==> src/rtl/gpio_port_pkg.sv <==
package gpio_port_pkg;

    localparam logic [1:0] PULL_DOWN = 2'b01;
    localparam logic [1:0] PULL_UP   = 2'b11;

    typedef enum logic [2:0] {
        REG_OUT    = 3'd0,
        REG_OUTSET = 3'd1,
        REG_OUTCLR = 3'd2,
        REG_IN     = 3'd3,
        REG_DIR    = 3'd4,
        REG_DIRSET = 3'd5,
        REG_DIRCLR = 3'd6,
        REG_FAULT  = 3'd7
    } port_reg_e;

    typedef struct packed {
        logic out_wr;
        logic out_set;
        logic out_clr;
        logic dir_wr;
        logic dir_set;
        logic dir_clr;
        logic fault_clr;
        logic cfg_wr;
    } wr_strobe_t;

endpackage

==> src/rtl/gpio_port_decode.sv <==
module gpio_port_decode
    import gpio_port_pkg::*;
#(
    parameter int ADDR_W = 6
) (
    input  logic              sel_i,
    input  logic              wr_i,
    input  logic [ADDR_W-1:0] addr_i,
    output wr_strobe_t        stb_o,
    output logic              is_cfg_o,
    output logic              is_port_o,
    output port_reg_e         reg_sel_o,
    output logic [ADDR_W-2:0] cfg_idx_o
);
    localparam int NPORTREGS = 8;

    logic wr_port;

    always_comb begin
        is_cfg_o  = addr_i[ADDR_W-1];
        is_port_o = (addr_i < ADDR_W'(NPORTREGS));
        reg_sel_o = port_reg_e'(addr_i[2:0]);
        cfg_idx_o = addr_i[ADDR_W-2:0];
        wr_port   = sel_i && wr_i && is_port_o;

        stb_o           = '0;
        stb_o.out_wr    = wr_port && (reg_sel_o == REG_OUT);
        stb_o.out_set   = wr_port && (reg_sel_o == REG_OUTSET);
        stb_o.out_clr   = wr_port && (reg_sel_o == REG_OUTCLR);
        stb_o.dir_wr    = wr_port && (reg_sel_o == REG_DIR);
        stb_o.dir_set   = wr_port && (reg_sel_o == REG_DIRSET);
        stb_o.dir_clr   = wr_port && (reg_sel_o == REG_DIRCLR);
        stb_o.fault_clr = wr_port && (reg_sel_o == REG_FAULT);
        stb_o.cfg_wr    = sel_i && wr_i && is_cfg_o;
    end

endmodule

==> src/rtl/gpio_port_pin.sv <==
module gpio_port_pin
    import gpio_port_pkg::*;
(
    input  logic       dir_i,
    input  logic       disc_i,
    input  logic [1:0] pull_i,
    input  logic       out_i,
    input  logic       ext_lvl_i,
    input  logic       ext_drv_i,
    input  logic       hold_i,
    output logic       in_nxt_o,
    output logic       clash_o
);
    always_comb begin
        clash_o = dir_i && ext_drv_i && (ext_lvl_i != out_i);
        if (disc_i) begin
            in_nxt_o = 1'b0;
        end else if (dir_i) begin
            in_nxt_o = out_i;
        end else if (ext_drv_i) begin
            in_nxt_o = ext_lvl_i;
        end else begin
            case (pull_i)
                PULL_UP:   in_nxt_o = 1'b1;
                PULL_DOWN: in_nxt_o = 1'b0;
                default:   in_nxt_o = hold_i;
            endcase
        end
    end

endmodule

==> src/rtl/gpio_port.sv <==
module gpio_port
    import gpio_port_pkg::*;
#(
    parameter int NPINS  = 32,
    parameter int DW     = 32,
    parameter int ADDR_W = $clog2(NPINS) + 1
) (
    input  logic              clk,
    input  logic              rst_n,
    input  logic              bus_sel,
    input  logic              bus_wr,
    input  logic [ADDR_W-1:0] bus_addr,
    input  logic [DW-1:0]     bus_wdata,
    output logic [DW-1:0]     bus_rdata,
    input  logic [NPINS-1:0]  pad_in,
    input  logic [NPINS-1:0]  pad_drv,
    output logic [NPINS-1:0]  pad_out,
    output logic [NPINS-1:0]  pad_oe,
    output logic              fault_o
);
    typedef struct packed {
        logic [NPINS-1:0]   out;
        logic [NPINS-1:0]   dir;
        logic [NPINS-1:0]   disc;
        logic [NPINS-1:0]   in;
        logic [NPINS-1:0]   fault;
        logic [2*NPINS-1:0] pull;
    } state_t;

    state_t            st_d, st_q;
    wr_strobe_t        stb;
    logic              is_cfg, is_port;
    port_reg_e         reg_sel;
    logic [ADDR_W-2:0] cfg_idx;
    logic [NPINS-1:0]  in_nxt, clash, wd;

    assign wd = bus_wdata[NPINS-1:0];

    gpio_port_decode #(.ADDR_W(ADDR_W)) decode_i (
        .sel_i     (bus_sel),
        .wr_i      (bus_wr),
        .addr_i    (bus_addr),
        .stb_o     (stb),
        .is_cfg_o  (is_cfg),
        .is_port_o (is_port),
        .reg_sel_o (reg_sel),
        .cfg_idx_o (cfg_idx)
    );

    for (genvar i = 0; i < NPINS; i++) begin : g_pin
        gpio_port_pin pin_i (
            .dir_i     (st_q.dir[i]),
            .disc_i    (st_q.disc[i]),
            .pull_i    (st_q.pull[2*i +: 2]),
            .out_i     (st_q.out[i]),
            .ext_lvl_i (pad_in[i]),
            .ext_drv_i (pad_drv[i]),
            .hold_i    (st_q.in[i]),
            .in_nxt_o  (in_nxt[i]),
            .clash_o   (clash[i])
        );
    end

    always_comb begin
        st_d       = st_q;
        st_d.in    = in_nxt;
        st_d.fault = (st_q.fault & ~(stb.fault_clr ? wd : '0)) | clash;
        if (stb.out_wr)  st_d.out = wd;
        if (stb.out_set) st_d.out = st_q.out | wd;
        if (stb.out_clr) st_d.out = st_q.out & ~wd;
        if (stb.dir_wr)  st_d.dir = wd;
        if (stb.dir_set) st_d.dir = st_q.dir | wd;
        if (stb.dir_clr) st_d.dir = st_q.dir & ~wd;
        if (stb.cfg_wr) begin
            st_d.dir[cfg_idx]          = bus_wdata[0];
            st_d.disc[cfg_idx]         = bus_wdata[1];
            st_d.pull[2*cfg_idx +: 2]  = bus_wdata[3:2];
        end
    end

    always_ff @(posedge clk or negedge rst_n) begin
        if (!rst_n) begin
            st_q      <= '0;
            st_q.disc <= '1;
        end else begin
            st_q <= st_d;
        end
    end

    always_comb begin
        bus_rdata = '0;
        if (bus_sel) begin
            if (is_cfg) begin
                bus_rdata = DW'({st_q.pull[2*cfg_idx +: 2],
                                 st_q.disc[cfg_idx], st_q.dir[cfg_idx]});
            end else if (is_port) begin
                case (reg_sel)
                    REG_OUT, REG_OUTSET, REG_OUTCLR: bus_rdata = DW'(st_q.out);
                    REG_IN:                          bus_rdata = DW'(st_q.in);
                    REG_DIR, REG_DIRSET, REG_DIRCLR: bus_rdata = DW'(st_q.dir);
                    default:                         bus_rdata = DW'(st_q.fault);
                endcase
            end
        end
    end

    assign pad_out = st_q.out;
    assign pad_oe  = st_q.dir;
    assign fault_o = |st_q.fault;

    // masked bits are enabled as outputs after a direction-set write
    p_dirset_r3: assert property (@(posedge clk) disable iff (!rst_n)
        stb.dir_set |=> ((pad_oe & $past(wd)) == $past(wd)));

    // masked bits are released after a direction-clear write
    p_dirclr_r3: assert property (@(posedge clk) disable iff (!rst_n)
        stb.dir_clr |=> ((pad_oe & $past(wd)) == '0));

    // out-set raises every masked pad
    p_outset_r7: assert property (@(posedge clk) disable iff (!rst_n)
        stb.out_set |=> ((pad_out & $past(wd)) == $past(wd)));

    // disconnected buffers latch 0
    p_disc_zero_r11: assert property (@(posedge clk) disable iff (!rst_n)
        1'b1 |=> ((st_q.in & $past(st_q.disc)) == '0));

    // a clash at the pads raises the fault output next cycle
    p_fault_set_r9: assert property (@(posedge clk) disable iff (!rst_n)
        (|(pad_oe & pad_drv & (pad_in ^ pad_out))) |=> fault_o);

    // the fault output holds until a clearing write
    p_fault_hold_r10: assert property (@(posedge clk) disable iff (!rst_n)
        (fault_o && !stb.fault_clr) |=> fault_o);

endmodule

==> config.mk <==
export PLATFORM = sky130hd
export DESIGN_NAME = gpio_port
export DESIGN_NICKNAME = d
export VERILOG_FILES = /design/src/rtl/gpio_port_pkg.sv /design/src/rtl/gpio_port_decode.sv /design/src/rtl/gpio_port_pin.sv /design/src/rtl/gpio_port.sv
export SDC_FILE = /design/constraint.sdc
export NUM_CORES = 1
export LEC_CHECK = 0
export ABC_CLOCK_PERIOD_IN_PS = 7900
export BUFFER_PORTS_ARGS = -buffer_cell sky130_fd_sc_hd__buf_2
export CAP_MARGIN = 20
export CORE_ASPECT_RATIO = 1.25
export CORE_MARGIN = 3
export CORE_UTILIZATION = 52
export CTS_CLUSTER_SIZE = 24
export DETAILED_ROUTE_END_ITERATION = 10
export PLACE_DENSITY = 0.72
export SKIP_LAST_GASP = 1
export SLEW_MARGIN = 20
export SYNTH_ARGS = -nofsm -noshare
export SYNTH_HDL_FRONTEND = slang
export SYNTH_SLANG_ARGS = --single-unit
==> constraint.sdc <==
create_clock -name clk -period 7.9 [get_ports clk]
set_input_delay 0.79 -clock clk [delete_from_list [all_inputs] [get_ports clk]]
set_output_delay 0.79 -clock clk [all_outputs]
set_load 0.01 [all_outputs]
# ---- Word level (Yosys, flattened, before mapping)
# Index checks and enable logic that the tools add are counted.
dict set report word_totals {
  regBits 224
  input_bits 106
  out_inout_bits 97
  wordCells 416
}
dict set report classes {
  n_addsub 1
  n_lt_le_gt_ge 3
  eq_ne 103
  n_shift 3
  muxes 149
  n_bitwise 8
  n_reduce_logical 112
}
# cell n
set ops {}
lappend ops {{$mux W32} 10}
lappend ops {{$reduce_bool A5 Y1} 32}
lappend ops {{$mux W1} 99}
lappend ops {{$and A32 B32 Y32} 3}
lappend ops {{$or A32 B32 Y32} 3}
lappend ops {{$pmux W32 S3} 1}
lappend ops {{$logic_and A1 B1 Y1} 75}
lappend ops {{$bwmux W32} 2}
lappend ops {{$bwmux W64} 1}
lappend ops {{$eq A2 B1 Y1 const B} 32}
lappend ops {{$eq A2 B2 Y1 const B} 32}
lappend ops {{$mux W64} 1}
lappend ops {{$not A32 Y32} 2}
lappend ops {{$pmux W1 S2} 32}
lappend ops {{$shift A2 B34 Y64 const A} 1}
lappend ops {{$shiftx A2 B34 Y64} 1}
lappend ops {{$shiftx A64 B7 Y2} 1}
lappend ops {{$neg A6 Y34} 1}
lappend ops {{$ne A1 B1 Y1} 32}
lappend ops {{$reduce_or A32 Y1} 1}
lappend ops {{$eq A3 B3 Y1 const B} 4}
lappend ops {{$bmux W1 S5} 2}
lappend ops {{$eq A3 B2 Y1 const B} 2}
lappend ops {{$lt A5 B6 Y1 const B} 1}
lappend ops {{other kinds (7)} 8}

# ---- Longest topological paths before layout
# Gate-level depths: netlist of run 1.
dict set report depth {
  word_depth 8
  mapped_depth 12
  ltp_nobuf 8
}

# ---- Hierarchy
# Synthesis of run 1 repeated with hierarchy kept, for this count alone.
dict set report unflattened {
  hier_cells 1400
  area_unflattened_um2 14142.3
}
# mod n_inst cells_per_inst area_each_um2 seq_area_each_um2
set by_module_without_submodules {}
lappend by_module_without_submodules {gpio_port 1 1152 12204.2 5645.4}
lappend by_module_without_submodules {gpio_port_pin 32 7 55.1 0.0}
lappend by_module_without_submodules {gpio_port_decode 1 24 176.4 0.0}

# ---- Worst setup path before layout of run 1
# OpenSTA, ideal clock, no wires.
dict set report synth_path {
  path_type {input port to output port}
  startpoint {input bus_addr[0]}
  endpoint {output bus_rdata[11]}
  arrival_ps 3115
  required_time_ps 7110
  path_slack_ps 3995
  cell_stages 12
  n_path_buf 5
  cell_sequence {buf_6 > buf_6 > buf_2 > inv_1 > ha_1 > ha_1 > or4_1 > clkbuf_1 > nor2_4 > buf_4 > nand2_1 > a31oi_1}
}
dict set report synth_via {
  elab_chain_cells 6
  word_cells_on_any_way 14
  cone_classes {1 x order compare; 6 x eq/ne; 4 x mux; 3 x reduce/logical}
}
# element line_no
set synth_lines {}
lappend synth_lines {{from (decl)} gpio_port.sv:12} ;# input logic [ADDR_W-1:0] bus_addr,
lappend synth_lines {{$eq A3 B3 Y1 (tied with other cells)} gpio_port.sv:97} ;# case (reg_sel)
lappend synth_lines {{$reduce_or A3 Y1} gpio_port.sv:97}
lappend synth_lines {{$pmux W32 S3} gpio_port.sv:97}
lappend synth_lines {{$mux W32 (*)} gpio_port.sv:96} ;# end else if (is_port) begin
lappend synth_lines {{$mux W32 (*)} gpio_port.sv:93} ;# if (is_cfg) begin
lappend synth_lines {{$mux W32 (*)} gpio_port.sv:92} ;# if (bus_sel) begin
lappend synth_lines {{to (decl)} gpio_port.sv:14} ;# output logic [DW-1:0] bus_rdata,
# Every way passes the cells marked *; elsewhere a longest branch is shown, timed or not.

# ---- Worst setup path after layout of run 1
dict set report layout_path {
  startpoint {input bus_addr[1]}
  endpoint {output bus_rdata[16]}
}
# Same word-level chain as after synthesis.

==> results_dict.tcl, run 1 <==
set metrics [dict create \
    final_common_cell "buf_2" \
    portBuffers 202 \
    place_inst 1720 \
    hold_violations 0 \
    maxCapViolCount 0 \
    grt_max_degree 105 \
    synth_area_leaders "dfrtp_1, mux2_2, dfstp_2, mux2i_1, nand2_1" \
    firstDrtPassIters 5 \
    dieArea_um2 28500 \
    wl_met2_um 22400 \
    die_height_um 188 \
    clkLatencyLatePin_ns 0.53 \
    path_max_fanout 49 \
    synth_cells 1308 \
    grt-ovfl-total 0 \
    grt_pass1_vias 11420 \
    cts.clk_slew.worst_paths_ns 0.06 \
    p_total_uw 3500 \
    power_frac_seq_pct 46.5 \
    detail-route-antenna-nets 0 \
    worstMarginPinSlew_ns 1.07 \
    die_x_um 152 \
    hpwl_um 32700 \
    synth_warnings 0 \
    tns_ns 0 \
    routedLengthMet1_um 18600 \
    yosys.area_share.adder_pct 0.635 \
    synth_top_area_cell "dfrtp_1" \
    synth_compound_area_share_pct 16.7 \
    setup_ws_ns 2.78 \
    final_cell_mix "buf_2, dfrtp_1, nand2_1" \
    topRoutingLayerUsed "met4" \
    fin_nets 1519 \
    synthXorXnorAreaFrac_pct 2.03 \
    ys.flop_type "dfrtp_1" \
    synthSimpleGateAreaFrac_pct 14.6 \
    pwr-share-comb_pct 20.6 \
    finalClockSkew_ns 0.0149 \
    wl_um 46600 \
    routedWlPerCell_um 26.4 \
    synth_top_area_share_pct 34.8 \
    place_ws_ns 2.86 \
    fillers 2279 \
    io_pins 203 \
    drcViolationCount 0 \
    grtUsageTotal_pct 32.0 \
    p_sw_share_pct 32.3 \
    synth-seq-cells 224 \
    ys_types 76 \
    drive_above_1_share_pct 33.8 \
    cp_cell_sequence "buf_2 -> buf_4 -> ha_1 -> o21bai_4 -> nand2b_1 -> buf_4 -> a22oi_1 -> a31oi_1 -> buf_2" \
    diodes 0 \
    cts_buffers 24 \
    finalCritPeriodShare_pct 64.8 \
    setup_viol 0 \
    synth_top_family_by_area "multiplexers" \
    place.gp.congestion 1.02 \
    netlist_area_um2 13800 \
    max-vdd-ir-drop_mv 0.152 \
    synthMuxAreaShare_pct 17.8 \
    cts_max_level 1 \
    power_density_nw_per_um2 230 \
    clock.fmax_mhz 195 \
    required_ns 7.11 \
    p_int_uw 2370 \
    finalNonFillerCells 1764 \
    hp-class "input pin to asynchronous set/reset pin" \
    avgViaCountPerCell 6.52 \
    num_vias 11509 \
    clock_path_buffers 3 \
    leakagePower_uw 0.00668 \
    p_sw_uw 1130 \
    start_util_pct 52.9 \
    drt_iter0_markers 1051 \
    worst_setup_path_start_kind "input pin" \
    wl_met3_um 3500 \
    slew_violations 0 \
    cts-resized-gates 0 \
    ys_async_sr_fraction_pct 100 \
    cp_slowest_cell "o21bai_4" \
    cts_root_buffer "clkbuf_16" \
    outcome "complete, no violations" \
    cts_tree "built" \
    finalCoreUtilization_pct 58.4 \
    cts_sinks 224 \
    rsz0062_at_grt "no" \
    antenna_found_initial 1 \
    yosysSeqAreaShare_pct 40.9 \
    avgSynthCellArea_um2 10.6 \
    syn-num-nets 1421 \
    crit_arrival_ns 4.33 \
    grt_pass1_wl_um 69800 \
    placeableCoreArea_um2 26100 \
    cts_hold_buf 0 \
    path_class "input pin to output port" \
    syn_to_final_growth_pct 10.4 \
    cpPeakStageDelay_ns 0.84 \
    fp-row-count 66 \
    endpoint_kind "output port" \
    post_cts_buffers 0 \
    clockPowerShare_pct 33.0 \
    maxSlewHeadroom_pct 28.8 \
    min_period_ns 5.12 \
    synth_edf_count 0 \
]
==> sequential cells by signal, summed over array words and instances (netlist names) <==
name     flops
st_q       160
pad_out     32
pad_oe      32
==> area by class of cell <==
cell class | count | area [um2] | area share (%)
timing repair buffer | 219 | 1150 | 7.54
clock buffer | 30 | 653 | 4.29
multi-input combinational | 927 | 7170 | 47.1
inverter | 10 | 37.5 | 0.246
tap | 340 | 425 | 2.79
clock inverter | 14 | 151 | 0.994
sequential | 224 | 5650 | 37.1
==> through the flow <==
step,cell area (um2),hold WS (ns)
finish,15200,0.299
global route,15200,0.353
CTS,15200,0.345
detailed placement,14400,0.485
global placement,14400,0.480
floorplan,13800,0.469
==> critical path: cells and delay by family <==
kind	cells	cell delay, ns
AND/OR/NAND/NOR	1	0.74
buffers and inverters	4	1.09
AO/OA/AOI/OAI	3	1.21
adder cells (fa/ha/maj)	1	0.46
==> cells by family after synthesis <==
family / Yosys count
flops: 224
mux: 205
simple gates: 381
compound gates: 302
fa+ha+maj: 7
xor+xnor: 32
buf+inv: 157
==> power by group through the flow <==
stage                     clock network (uW)  registers [uW]  logic, uW
after global placement                     0            1640        695
after global routing                    1210            1650        779
after detailed placement                   0            1640        713
after floorplan                            0            1530        564
final                                   1150            1630        720
after CTS                               1160            1620        717
==> routing by layer <==
| layer | global-route usage [%] | up-vias |
|---|---|---|
| met1 | 42.5 | 5814 |
| li1 | - | 5027 |
| met3 | 4.69 | 106 |
| met2 | 52.4 | 562 |
| met5 | 0 | - |
| met4 | 12.9 | 0 |
==> path summary, 6_finish.rpt <==
check	startpoint	end	slack (ns)	cells past startpoint
max in group asynchronous	rst_n	pad_out[25]	6.14	2
min in group clk	st_q[153]	st_q[121]	0.50	1
worst max register to register	st_q[127]	st_q[127]	6.60	4
worst min-delay path	rst_n	pad_out[9]	0.30	1
worst max-delay path	bus_addr[1]	bus_rdata[16]	2.78	9
worst min register to register	st_q[153]	st_q[121]	0.50	1
==> synthesized netlist by cell type (all sizes together), types with 8 or more instances <==
| cell | n |
|---|---|
| a22o | 39 |
| a22oi | 52 |
| a31oi | 29 |
| a32o | 32 |
| and2 | 26 |
| and3 | 14 |
| buf | 111 |
| clkbuf | 36 |
| dfrtp | 192 |
| dfstp | 32 |
| inv | 10 |
| mux2 | 100 |
| mux2i | 83 |
| mux4 | 22 |
| nand2 | 160 |
| nand3 | 36 |
| nand4 | 8 |
| nor2 | 64 |
| nor4 | 27 |
| nor4b | 9 |
| o21ai | 74 |
| o22ai | 11 |
| o31ai | 27 |
| xor2 | 32 |
(Power assumes the default switching activity.)
==> run 2: changes to the inputs <==
Settings changed: ABC_CLOCK_PERIOD_IN_PS 7900 to 4500, PLACE_DENSITY 0.72 to 0.75.
Clock period 7.9 ns to 4.5 ns, I/O delays scaled along.
==> run 2 against run 1 <==
  * Combinational power up 78%
  * Sequential share of layout area down 0.37 points
  * Die area unchanged
  * Clock skew down 0.0041 ns
  * Via count up 1.8%
  * Sequential power up 75%
  * Total power up 80%
==> results_dict.tcl, run 2 (same netlist as run 1, synthesis figures left out) <==
set metrics [dict create \
    fin_area_um2 15400 \
    final_cell_mix "buf_2, dfrtp_1, nand2_1" \
    endpoint_kind "output port" \
    finalCritPeriodShare_pct 82.6 \
    drt_iter0_markers 1112 \
    outcome "complete, no violations" \
    rsz0062_at_grt "no" \
    top_register "st_q" \
    cts_tree "built" \
    hp-class "input pin to register" \
    crit_buf_inv 4 \
    min_period_ns 3.72 \
    place.gp.congestion 1.00 \
    drcViolationCount 0 \
    clock.fmax_mhz 269 \
    worst_setup_path_start_kind "input pin" \
    cts_root_buffer "clkbuf_16" \
    grt_pass1_wl_um 70000 \
    fin_nets 1531 \
    firstDrtPassIters 6 \
    path_max_fanout 13 \
    finalClockSkew_ns 0.0108 \
    grtUsageTotal_pct 32.0 \
    cts_max_level 1 \
    crit_arrival_ns 3.27 \
    cts_sinks 224 \
    routedWlPerCell_um 26.2 \
    slew_violations 0 \
    final_common_cell "buf_2" \
    grt_max_degree 94 \
    cp_cell_sequence "buf_2 -> inv_1 -> ha_1 -> ha_1 -> buf_4 -> or4_1 -> or2_2 -> a41o_1 -> o41ai_1 -> buf_2" \
    tns_ns 0 \
    wl_um 46600 \
    crit_family "simple AND/OR/NAND/NOR gates" \
    antenna_found_initial 0 \
    placed_area_um2 14500 \
    portBuffers 202 \
    maxCapViolCount 0 \
    die_x_um 152 \
    path_class "input pin to output port" \
    num_vias 11714 \
    fp-row-count 66 \
    drive_above_1_share_pct 34.3 \
    largest_reg_flops 160 \
    avgViaCountPerCell 6.59 \
    cts.clk_slew.worst_paths_ns 0.07 \
    start_util_pct 52.9 \
    worstMarginPinSlew_ns 1.04 \
    hold_violations 0 \
    grt_pass1_vias 11659 \
    power_density_nw_per_um2 410 \
    cp_slowest_cell "or4_1" \
    cts_buffers 24 \
    placeableCoreArea_um2 26100 \
    dieArea_um2 28500 \
    max-vdd-ir-drop_mv 0.274 \
    maxSlewHeadroom_pct 29.4 \
    cpPeakStageDelay_ns 0.67 \
    required_ns 4.05 \
    detail-route-antenna-nets 0 \
    die_height_um 188 \
    io_pins 203 \
    setup_viol 0 \
    post_cts_buffers 0 \
    clock_path_buffers 3 \
    leakagePower_uw 0.00678 \
    clkLatencyLatePin_ns 0.52 \
    syn_to_final_growth_pct 11.5 \
    grt-ovfl-total 0 \
    hpwl_um 33100 \
]
## run 2: cell types whose count changed in the layout (fill, tap and decap cells not counted), moves of 2 or more
cell	before	now
clkinvlp_4	2	0
buf_4	17	27
bufinv_16	2	5
clkinv_4	3	1
## run 2: final timing paths
check                           slack [ns]           end        start  depth (start not counted)
worst min-delay path                  0.20      st_q[75]  pad_drv[11]                          2
worst max-delay path                  0.78  bus_rdata[3]  bus_addr[0]                         10
max in group asynchronous             2.99     st_q[143]        rst_n                          3
worst min register to register        0.50     st_q[110]    st_q[142]                          1
worst max register to register        3.18     pad_oe[7]    pad_oe[7]                          4
min in group asynchronous             0.50      st_q[14]        rst_n                          2
## run 2: layout make-up
| class | instances | area (um2) |
|---|---|---|
| diodes | 1 | 2.50 |
| clock buffers | 30 | 653 |
| clock inverters | 14 | 214 |
| fillers | 2248 | 10700 |
| inverters | 10 | 37.5 |
| multi-input cells | 927 | 7160 |
| flip-flops and latches | 224 | 5650 |
| well taps | 340 | 425 |
| repair buffers | 231 | 1250 |
## run 2: repair_timing
action                    4_1_cts  5_1_grt
hold buffers                    1        0
hold endpoints to repair       63        0
resized for setup               0        0
## run 2: where the power goes
part	total (uW)	internal, uW	leakage (uW)	switching, uW
clock network	2190	1320	0.000431	862
registers	2850	2390	0.00277	464
logic	1280	618	0.00357	659
total	6320	4330	0.00678	1990
## run 2: metal layers
layer / GRT usage [%] / up-vias / wire length [um]
met2: 52.8 / 604 / 22600
met1: 43.2 / 5934 / 18300
met3: 3.50 / 132 / 3440
met4: 12.5 / 0 / 2170
li1: - / 5044 / -
met5: 0 / - / 0
## run 2: through the flow
| step | power, uW | util [%] | setup slack [ns] | hold slack, ns | cells |
|---|---|---|---|---|---|
| finish | 6320 | 59.0 | 0.784 | 0.201 | 1777 |
| CTS | 6310 | 59.0 | 0.859 | 0.187 | 1776 |
| detailed placement | 4130 | 55.6 | 0.865 | 0.489 | 1731 |
| floorplan | 3670 | - | 1.27 | 0.154 | 1308 |
| global placement | 4090 | 55.6 | 0.862 | 0.477 | 1731 |
| global route | 6550 | 59.0 | 0.697 | 0.191 | 1776 |
==> run 3: changes to the inputs <==
Settings changed: ABC_AREA set to 1, ABC_CLOCK_PERIOD_IN_PS 4500 to 3570, PLACE_DENSITY 0.75 to 0.72.
Clock period 4.5 ns to 3.57 ns, I/O delays scaled along.
==> run 3 against run 2 <==
  * Final area is 1.4% higher
  * Combinational power is 31% higher
  * Critical path type unchanged
  * Count of clock-buffer cells in the layout rose by 3
  * Largest power group unchanged
  * First-iteration DRC count rose by 33%
  * Clock power increased by 24%
  * Die area decreased by 0.25%
  * Wire length grew 12%
==> results_dict.tcl, run 3 <==
set metrics [dict create \
    crit_buf_inv 5 \
    die_x_um 152 \
    worstMarginPinSlew_ns 1.17 \
    cts_max_level 1 \
    drt_iter0_markers 1480 \
    power_density_nw_per_um2 505 \
    finalCoreUtilization_pct 60.9 \
    grtUsageTotal_pct 35.8 \
    die_height_um 188 \
    finalCritPeriodShare_pct 81.4 \
    antenna_found_initial 2 \
    dieArea_um2 28500 \
    yosys-top-cells-count "nand2_1, o21ai_0, dfrtp_1" \
    io_pins 203 \
    firstDrtPassIters 7 \
    cts-resized-gates 0 \
    leakagePower_uw 0.00736 \
    worst_setup_path_start_kind "input pin" \
    hold_slack_ns 0.0882 \
    synth_edf_count 0 \
    grt_pass1_vias 13649 \
    register_area_um2 5650 \
    drcViolationCount 0 \
    grt_pass1_wl_um 79200 \
    crit_arrival_ns 2.55 \
    yosysSeqAreaShare_pct 41.0 \
    ys.flop_type "dfrtp_1" \
    avgSynthCellArea_um2 7.15 \
    cts.clk_slew.worst_paths_ns 0.06 \
    wl_um 51900 \
    required_ns 3.21 \
    num_vias 14409 \
    cp_slowest_cell "clkinv_1" \
    p_total_uw 7880 \
    largest_reg_flops 160 \
    synth-seq-cells 224 \
    grt-ovfl-total 0 \
    slew_violations 0 \
    fin_nets 2169 \
    maxCapViolCount 0 \
    crit_family "buffers and inverters" \
    yosysMostFrequentCell "nand2_1" \
    synth_top_area_share_pct 34.9 \
    portBuffers 202 \
    place.gp.congestion 1.02 \
    maxSlewHeadroom_pct 22.1 \
    setup_viol 0 \
    cts_root_buffer "clkbuf_16" \
    grt_max_degree 106 \
    max-vdd-ir-drop_mv 0.374 \
    clock_path_buffers 3 \
    start_util_pct 53.7 \
    cts_tree "built" \
    multi_input_area_um2 6770 \
    synth_top_area_cell "dfrtp_1" \
    clkLatencyLatePin_ns 0.54 \
    detail-route-antenna-nets 0 \
    finalClockSkew_ns 0.0282 \
    fillers 2385 \
    outcome "complete, no violations" \
    synth_cells 1925 \
    cpPeakStageDelay_ns 0.48 \
    final_cell_mix "nand2_1, buf_2, o21ai_0" \
    diodes 0 \
    hpwl_um 37900 \
    routedWlPerCell_um 21.5 \
    drive_above_1_share_pct 16.8 \
    final_common_cell "nand2_1" \
    avgViaCountPerCell 5.98 \
    placed_area_um2 14700 \
    min_period_ns 2.91 \
    ys_types 37 \
    cts_sinks 224 \
    fp-row-count 65 \
    hold_violations 0 \
    path_class "input pin to output port" \
    cts_buffers 25 \
    syn_to_final_growth_pct 13.3 \
    placeableCoreArea_um2 25600 \
    netlist_area_um2 13800 \
    endpoint_kind "output port" \
    rsz0062_at_grt "no" \
    fin_area_um2 15600 \
    top_register "st_q" \
    ys_async_sr_fraction_pct 100 \
    synth_warnings 0 \
    cp_cell_sequence "buf_2 -> buf_4 -> ha_1 -> inv_1 -> nor2_2 -> clkinv_1 -> o22ai_1 -> a21oi_1 -> a21oi_1 -> buf_2" \
    clock.fmax_mhz 344 \
    tns_ns 0 \
    synth_area_leaders "dfrtp_1, nand2_1, o21ai_0, nand3_1, dfstp_2" \
    path_max_fanout 31 \
    syn-num-nets 2038 \
    hp-class "input pin to register" \
]
[run 3: per-layer routing]
layer | vias up | GRT usage [%] | wire [um]
met4 | 0 | 17.6 | 3050
met1 | 6767 | 47.0 | 19900
met5 | - | 0 | 0
met3 | 180 | 4.93 | 4770
met2 | 804 | 57.9 | 24200
li1 | 6658 | - | -
[run 3: power by group]
part / leakage (uW) / internal, uW / switching (uW)
Combinational: 0.00418 / 604 / 1080
Clock: 0.000419 / 1610 / 1110
Sequential: 0.00276 / 2990 / 486
Total: 0.00736 / 5200 / 2670
[run 3: cell families after synthesis]
logic type / Yosys count / synth area share (%)
DFF: 224 / 41.0
and+or+nand+nor: 954 / 29.1
buffers and inverters: 285 / 9.86
adders and majority gates: 7 / 0.636
muxes: 28 / 2.04
AOI/OAI and AO/OA: 427 / 17.4
[run 3: layout make-up]
cell class | count | area share, %
multi-input cells | 1416 | 43.4
flip-flops and latches | 224 | 36.2
repair buffers | 243 | 8.69
clock buffers | 33 | 4.52
inverters | 146 | 3.51
well taps | 335 | 2.69
clock inverters | 13 | 0.995
[run 3: repair_timing]
action                    4_1_cts  5_1_grt
hold buffers                    1        0
buffers inserted                0        0
hold endpoints to repair       81        0
[run 3: stage by stage]
stage	setup slack, ns	std cells
after floorplan	0.955	1925
after global placement	0.560	2363
after detailed placement	0.735	2363
after CTS	0.731	2410
after global routing	0.484	2410
final	0.663	2410
[run 3: tightest hold or removal path: stages]
cell,delay (ns)
buf_2,0.10
o211ai_1,0.08
nand2_1,0.06
[run 3: worst paths after layout]
path                             start       endpoint  slack, ns  cells after the start
setup / recovery           bus_addr[0]  bus_rdata[22]       0.66                     10
setup reg to reg              st_q[54]      st_q[123]       2.27                      3
max in group asynchronous        rst_n      st_q[134]       1.99                      3
hold reg to reg              st_q[128]      st_q[128]       0.49                      2
hold / removal              pad_in[27]       st_q[91]       0.09                      3
min in group asynchronous        rst_n    pad_out[17]       0.45                      2
